## src/rtl/irq_ctx_pkg.sv

```systemverilog
package irq_ctx_pkg;
  typedef enum logic [2:0] {
    ST_IDLE,
    ST_PUSH_PC,
    ST_PUSH_FL,
    ST_PUSH_CS,
    ST_POP_CS,
    ST_POP_FL,
    ST_POP_PC
  } seq_state_e;
endpackage

```

## src/rtl/irq_ctx_fsm.sv

```systemverilog
module irq_ctx_fsm
  import irq_ctx_pkg::*;
(
  input  logic       clk,
  input  logic       rst_n,
  input  logic       entry_go,
  input  logic       ret_go,
  input  logic       entry_mode,
  input  logic       ret_mode,
  output seq_state_e state_o,
  output logic       push_en,
  output logic       pop_en,
  output logic       last_xfer,
  output logic       done_o
);
  seq_state_e state_q, state_d;
  logic       fmode_q, fmode_d;
  logic       done_q;

  // next state: transfers run back to back, one per cycle
  always_comb begin
    state_d = state_q;
    fmode_d = fmode_q;
    unique case (state_q)
      ST_IDLE: begin
        if (entry_go) begin
          state_d = ST_PUSH_PC;
          fmode_d = entry_mode;
        end else if (ret_go) begin
          fmode_d = ret_mode;
          state_d = ret_mode ? ST_POP_CS : ST_POP_FL;
        end
      end
      ST_PUSH_PC: state_d = ST_PUSH_FL;
      ST_PUSH_FL: state_d = fmode_q ? ST_PUSH_CS : ST_IDLE;
      ST_PUSH_CS: state_d = ST_IDLE;
      ST_POP_CS:  state_d = ST_POP_FL;
      ST_POP_FL:  state_d = ST_POP_PC;
      ST_POP_PC:  state_d = ST_IDLE;
      default:    state_d = ST_IDLE;
    endcase
  end

  assign push_en   = (state_q == ST_PUSH_PC) || (state_q == ST_PUSH_FL) ||
                     (state_q == ST_PUSH_CS);
  assign pop_en    = (state_q == ST_POP_CS) || (state_q == ST_POP_FL) ||
                     (state_q == ST_POP_PC);
  assign last_xfer = ((state_q == ST_PUSH_FL) && !fmode_q) ||
                     (state_q == ST_PUSH_CS) || (state_q == ST_POP_PC);

  always_ff @(posedge clk or negedge rst_n) begin
    if (!rst_n) begin
      state_q <= ST_IDLE;
      fmode_q <= 1'b0;
      done_q  <= 1'b0;
    end else begin
      state_q <= state_d;
      fmode_q <= fmode_d;
      done_q  <= last_xfer;
    end
  end

  assign state_o = state_q;
  assign done_o  = done_q;
endmodule

```

## src/rtl/irq_ctx_sp.sv

```systemverilog
module irq_ctx_sp #(
  parameter int          SP_W    = 16,
  parameter logic [SP_W-1:0] SP_INIT = '0
) (
  input  logic            clk,
  input  logic            rst_n,
  input  logic            push_en,
  input  logic            pop_en,
  output logic [SP_W-1:0] sp_o,
  output logic [SP_W-1:0] addr_o
);
  logic [SP_W-1:0] sp_q, sp_d, sp_dec;

  assign sp_dec = sp_q - 1'b1;

  always_comb begin
    sp_d = sp_q;
    if (push_en)     sp_d = sp_dec;
    else if (pop_en) sp_d = sp_q + 1'b1;
  end

  always_ff @(posedge clk or negedge rst_n) begin
    if (!rst_n) sp_q <= SP_INIT;
    else        sp_q <= sp_d;
  end

  // pre-decrement for writes, post-increment for reads
  assign addr_o = push_en ? sp_dec : sp_q;
  assign sp_o   = sp_q;
endmodule

```

## src/rtl/irq_ctx_nest.sv

```systemverilog
module irq_ctx_nest #(
  parameter int NEST    = 8,
  parameter int DEPTH_W = $clog2(NEST + 1)
) (
  input  logic               clk,
  input  logic               rst_n,
  input  logic               push,
  input  logic               push_mode,
  input  logic               pop,
  output logic [DEPTH_W-1:0] depth_o,
  output logic               top_mode,
  output logic               empty,
  output logic               full
);
  logic [DEPTH_W-1:0] depth_q, depth_d;
  logic [NEST-1:0]    mode_q;

  always_comb begin
    depth_d = depth_q;
    if (push)     depth_d = depth_q + 1'b1;
    else if (pop) depth_d = depth_q - 1'b1;
  end

  always_ff @(posedge clk or negedge rst_n) begin
    if (!rst_n) depth_q <= '0;
    else        depth_q <= depth_d;
  end

  // one recorded mode bit per nesting level
  for (genvar i = 0; i < NEST; i++) begin : g_lvl
    always_ff @(posedge clk or negedge rst_n) begin
      if (!rst_n)                                  mode_q[i] <= 1'b0;
      else if (push && depth_q == DEPTH_W'(i))     mode_q[i] <= push_mode;
    end
  end

  always_comb begin
    top_mode = 1'b0;
    for (int i = 0; i < NEST; i++) begin
      if (depth_q == DEPTH_W'(i + 1)) top_mode = mode_q[i];
    end
  end

  assign empty   = (depth_q == '0);
  assign full    = (depth_q == DEPTH_W'(NEST));
  assign depth_o = depth_q;
endmodule

```

## src/rtl/irq_ctx_seq.sv

```systemverilog
module irq_ctx_seq
  import irq_ctx_pkg::*;
#(
  parameter int              WORD_W   = 16,
  parameter int              FLAG_W   = 8,
  parameter int              SEG_W    = 8,
  parameter int              SP_W     = 16,
  parameter int              NEST     = 8,
  parameter logic [SP_W-1:0] SP_INIT  = 16'h0100,
  parameter logic [SEG_W-1:0] CSR_INIT = '0,
  localparam int             DEPTH_W  = $clog2(NEST + 1)
) (
  input  logic               clk,
  input  logic               rst_n,
  input  logic               entry_i,
  input  logic               ret_i,
  input  logic               mode_i,
  input  logic [WORD_W-1:0]  pc_i,
  input  logic [FLAG_W-1:0]  flags_i,
  input  logic [SEG_W-1:0]   isr_i,
  input  logic               csr_we_i,
  input  logic [SEG_W-1:0]   csr_wdata_i,
  input  logic [WORD_W-1:0]  stk_rdata_i,
  output logic               stk_we_o,
  output logic               stk_re_o,
  output logic [SP_W-1:0]    stk_addr_o,
  output logic [WORD_W-1:0]  stk_wdata_o,
  output logic [SP_W-1:0]    sp_o,
  output logic [SEG_W-1:0]   csr_o,
  output logic [SEG_W-1:0]   fetch_seg_o,
  output logic [SEG_W-1:0]   vec_seg_o,
  output logic               busy_o,
  output logic               done_o,
  output logic [DEPTH_W-1:0] depth_o,
  output logic [WORD_W-1:0]  ret_pc_o,
  output logic [FLAG_W-1:0]  ret_flags_o
);
  localparam int FL_PAD = WORD_W - FLAG_W;
  localparam int CS_PAD = WORD_W - SEG_W;

  // rst_n is taken as already released in step with clk
  seq_state_e         state;
  logic               push_en, pop_en, last_xfer;
  logic               entry_go, ret_go, pop_done;
  logic               top_mode, empty, full;

  logic [WORD_W-1:0]  pc_cap_q;
  logic [FLAG_W-1:0]  fl_cap_q;
  logic [SEG_W-1:0]   cs_cap_q;
  logic [SEG_W-1:0]   csr_q, csr_d;
  logic [WORD_W-1:0]  ret_pc_q;
  logic [FLAG_W-1:0]  ret_fl_q;

  assign busy_o   = (state != ST_IDLE);
  assign entry_go = !busy_o && entry_i && !full;
  assign ret_go   = !busy_o && !entry_i && ret_i && !empty;
  assign pop_done = pop_en && last_xfer;

  irq_ctx_fsm u_fsm (
    .clk        (clk),
    .rst_n      (rst_n),
    .entry_go   (entry_go),
    .ret_go     (ret_go),
    .entry_mode (mode_i),
    .ret_mode   (top_mode),
    .state_o    (state),
    .push_en    (push_en),
    .pop_en     (pop_en),
    .last_xfer  (last_xfer),
    .done_o     (done_o)
  );

  irq_ctx_sp #(.SP_W(SP_W), .SP_INIT(SP_INIT)) u_sp (
    .clk     (clk),
    .rst_n   (rst_n),
    .push_en (push_en),
    .pop_en  (pop_en),
    .sp_o    (sp_o),
    .addr_o  (stk_addr_o)
  );

  irq_ctx_nest #(.NEST(NEST), .DEPTH_W(DEPTH_W)) u_nest (
    .clk       (clk),
    .rst_n     (rst_n),
    .push      (entry_go),
    .push_mode (mode_i),
    .pop       (pop_done),
    .depth_o   (depth_o),
    .top_mode  (top_mode),
    .empty     (empty),
    .full      (full)
  );

  // frame contents captured on acceptance so later input changes cannot leak in
  always_ff @(posedge clk or negedge rst_n) begin
    if (!rst_n) begin
      pc_cap_q <= '0;
      fl_cap_q <= '0;
      cs_cap_q <= '0;
    end else if (entry_go) begin
      pc_cap_q <= pc_i;
      fl_cap_q <= flags_i;
      cs_cap_q <= csr_q;
    end
  end

  always_comb begin
    unique case (state)
      ST_PUSH_PC: stk_wdata_o = pc_cap_q;
      ST_PUSH_FL: stk_wdata_o = {{FL_PAD{1'b0}}, fl_cap_q};
      ST_PUSH_CS: stk_wdata_o = {{CS_PAD{1'b0}}, cs_cap_q};
      default:    stk_wdata_o = '0;
    endcase
  end

  assign stk_we_o = push_en;
  assign stk_re_o = pop_en;

  // code segment register: sequencer updates take priority over software
  always_comb begin
    csr_d = csr_q;
    if (state == ST_PUSH_CS)     csr_d = isr_i;
    else if (state == ST_POP_CS) csr_d = stk_rdata_i[SEG_W-1:0];
    else if (csr_we_i)           csr_d = csr_wdata_i;
  end

  always_ff @(posedge clk or negedge rst_n) begin
    if (!rst_n) csr_q <= CSR_INIT;
    else        csr_q <= csr_d;
  end

  always_ff @(posedge clk or negedge rst_n) begin
    if (!rst_n) begin
      ret_pc_q <= '0;
      ret_fl_q <= '0;
    end else begin
      if (state == ST_POP_FL) ret_fl_q <= stk_rdata_i[FLAG_W-1:0];
      if (state == ST_POP_PC) ret_pc_q <= stk_rdata_i;
    end
  end

  assign fetch_seg_o = (!empty && !top_mode) ? isr_i : csr_q;
  assign vec_seg_o   = isr_i;
  assign csr_o       = csr_q;
  assign ret_pc_o    = ret_pc_q;
  assign ret_flags_o = ret_fl_q;
endmodule

```

## config.mk

```make
export PLATFORM = sky130hd
export DESIGN_NAME = irq_ctx_seq
export DESIGN_NICKNAME = d
export VERILOG_FILES = /design/src/rtl/irq_ctx_pkg.sv /design/src/rtl/irq_ctx_fsm.sv /design/src/rtl/irq_ctx_sp.sv /design/src/rtl/irq_ctx_nest.sv /design/src/rtl/irq_ctx_seq.sv
export SDC_FILE = /design/constraint.sdc
export NUM_CORES = 1
export LEC_CHECK = 0
export ABC_CLOCK_PERIOD_IN_PS = 2300
export BUFFER_PORTS_ARGS = -buffer_cell sky130_fd_sc_hd__buf_4
export CAP_MARGIN = 15
export CORE_MARGIN = 5
export CORE_UTILIZATION = 52
export DETAILED_ROUTE_END_ITERATION = 7
export GPL_TIMING_DRIVEN = 1
export PLACE_DENSITY = 0.83
export SYNTH_ARGS = -nofsm -noshare
export SYNTH_HDL_FRONTEND = slang
export SYNTH_SLANG_ARGS = --single-unit
```

## constraint.sdc

```tcl
create_clock -name clk -period 2.3 [get_ports clk]
set_input_delay 0.23 -clock clk [delete_from_list [all_inputs] [get_ports clk]]
set_output_delay 0.23 -clock clk [all_outputs]
set_load 0.02 [all_outputs]
```

==> results.yml <==
status:
  outcome: "finished with violations"
  violations: "negative setup slack"
timing:
  max_freq_ghz: 0.374
  relSlewSlack: 0.612
  setup_viol: 8
  hold_viol: 0
  whs_ns: 0.0475
  tns_ns: -2.93
  rsz0062_at_grt: "true"
  setup_ws_ns: -0.372
  fin_skew_ns: 0.0174
  worstMarginPinSlew_ns: 0.580
  period_share: 1.16
  period_needed_ns: 2.67
  slew_viol_final: 0
clock_tree:
  clock_sinks: 97
  clk_pin_slew_ns: 0.11
  cts_tree: "built"
  cts_max_level: 3
  clk-insertion-delay-late_ns: 0.37
  cts_root_buf: "clkbuf_8"
  cts_buffers: 9
  cts_buffer_depth: 2
logic_synthesis:
  synth_top_area_frac: 0.459
  synth_nets: 592
  syn_avg_cell_area_um2: 10.0
  synth_cells: 522
  async_flop_share: 1.00
  yosysWarnings: 0
  ys_ff_latch: 97
  yosys.area.top_type: "dfrtp_1"
  synth_area_um2: 5230
  synth.most_common_cell: "nand2_1"
  ys.flop_type: "dfrtp_1"
  ys_top_cells_by_area: "dfrtp_1, mux2_2, nand2_1"
  ys_types: 57
  synth_common_cells: "nand2_1, dfrtp_1, mux2_2"
  ys_seq_area_frac: 0.464
  synth_edf_count: 0
final_layout:
  fin_nets: 757
  fillers: 742
  layout-drive-gt1-share: 0.432
  antenna_cells: 0
  area_growth_pct: 33.9
place:
  place.port_buffers: 165
  dpl.hpwl_mm: 10.2
  place_congestion: 0.928
worst_setup_path:
  worstReg2RegEnd: "u_fsm.state_o[0]$_DFFE_PN0P_"
  critPathLaunch: "u_nest.depth_o[1]$_DFFE_PN0P_"
  critPathCaptureType: "output port"
  startpoint_type: "register"
  crit_required_ns: 2.07
  crit_type: "register to output port"
  arrival_ns: 2.44
  r2r_slack_ns: 0.24
  timing.rr.start: "u_nest.depth_o[1]$_DFFE_PN0P_"
  worstPathMaxFanout: 8
  r2r_cells: 8
global_routing:
  grt_max_degree: 56
  gr-usage-all-layers: 0.232
  overflow: 0
  grt_first_pass_wirelength_mm: 22.2
  grt_pass1_vias: 4563
  antenna_found_initial: 0
power:
  ir_drop_v: 0.000937
  p_leak_nw: 3.31
  report.power.total_mw: 10.9
  powerDensity_nw_per_um2: 1560
route:
  via_per_inst: 5.49
  routed_wirelength_mm: 14.1
  drtIter0Drc: 239
  wl_per_cell_um: 17.1
  drc: 0
  drtPass1Iterations: 5
  vias: 4532
  ant_nets: 0
floorplanning:
  dieWidth_um: 110
  num_rows: 36
  initial_utilization: 0.535
  coreArea_um2: 9770
  ios: 166
  die-area_um2: 12200
  die_h_um: 110
job:
  drv_cap: 0
min_path:
  hold_path.class: "input port to register"
  holdPathEnd: "fl_cap_q[4]$_DFFE_PN0P_"
  min_from: "flags_i[4]"
  hold_depth: 3
-- kinds of logic (layout without fill, tap and decap cells) --
family	count (synthesis)	count (layout)	synth area share
buffers and inverters	47	217	0.0457
AND/OR/NAND/NOR	219	219	0.216
AO/OA/AOI/OAI	72	72	0.0988
multiplexers	49	49	0.106
XOR/XNOR	30	30	0.0503
adder cells (fa/ha/maj)	8	8	0.0191
flip-flops	97	97	0.464
-- through the flow --
step,util,instances,setup slack (ns),area [µm²]
floorplan,-,522,0.0772,5230
global placement,0.673,800,0.0203,6580
detailed placement,0.673,800,-0.0999,6580
CTS,0.707,822,-0.410,6910
global route,0.716,825,-0.463,7000
finish,0.716,825,-0.372,7000
-- state kept, by name, indices dropped and copies added, names as in the netlist --
name / cells
u_nest.mode_q: 8
u_nest.depth_o: 4
u_fsm.done_o: 1
u_fsm.state_o: 3
ret_flags_o: 8
pc_cap_q: 16
u_fsm.fmode_q: 1
csr_o: 8
fl_cap_q: 8
cs_cap_q: 8
u_sp.sp_o: 16
ret_pc_o: 16
-- timing repair --
item,CTS,global route
hold endpoints to repair,42,0
pin swaps,3,3
buffers inserted,5,3
resized for setup,23,18
hold buffers,1,0
endpoints found under the setup margin,15,22
-- critical path, stage by stage (launching register included) --
cell,delay (ns)
dfrtp_2,0.46
ha_2,0.23
nor2b_1,0.17
a2111oi_4,0.35
o211ai_2,0.16
o21ai_4,0.22
mux2_4,0.36
buf_6,0.13
-- report_power, final --
part	total [mW]	leakage (nW)	internal (mW)	switching (mW)
Sequential	3.39	1.15	2.56	0.828
Clock	1.06	0.0965	0.415	0.643
Combinational	6.48	2.07	2.94	3.53
Total	10.9	3.31	5.92	5.00
-- how the worst max path moves through the flow --
stage	slack [ns]	end	cells after the start
floorplan	0.08	fetch_seg_o[0]	6
global placement	0.02	fetch_seg_o[7]	7
detailed placement	-0.1	fetch_seg_o[7]	8
CTS	-0.41	fetch_seg_o[7]	8
global route	-0.46	fetch_seg_o[3]	7
finish	-0.37	fetch_seg_o[0]	7
-- area by class of cell --
type	instances	area (µm²)	share of cell area
clock buffer	9	124	0.0177
clock inverter	7	60.1	0.00858
inverter	9	33.8	0.00483
multi-input combinational	378	2700	0.385
sequential	97	2430	0.348
tap	133	166	0.0238
timing repair buffer	192	1490	0.212
-- cells in the final DEF, fill, tap and decap left out, drive strengths merged, types with 4 or more instances in the layout --
| cell type | instances |
|---|---|
| buf | 191 |
| nand2 | 126 |
| dfrtp | 96 |
| mux2 | 49 |
| nor2 | 29 |
| o21ai | 24 |
| xnor2 | 18 |
| inv | 13 |
| xor2 | 12 |
| nor3b | 11 |
| and2 | 9 |
| clkbuf | 9 |
| nor3 | 9 |
| a22oi | 8 |
| a21oi | 8 |
| o221ai | 8 |
| ha | 8 |
| nor4 | 6 |
| nor2b | 5 |
| nand3b | 5 |
| nand3 | 4 |
| a31oi | 4 |
| a41oi | 4 |
-- routing by layer --
metal	routed length, µm	track usage	share of wire
met1	5480	0.275	0.39
met2	7090	0.412	0.50
met3	1130	0.0524	0.080
met4	414	0.0862	0.029
met5	0	0	0
No activity file was read; power rests on OpenSTA's default activity.
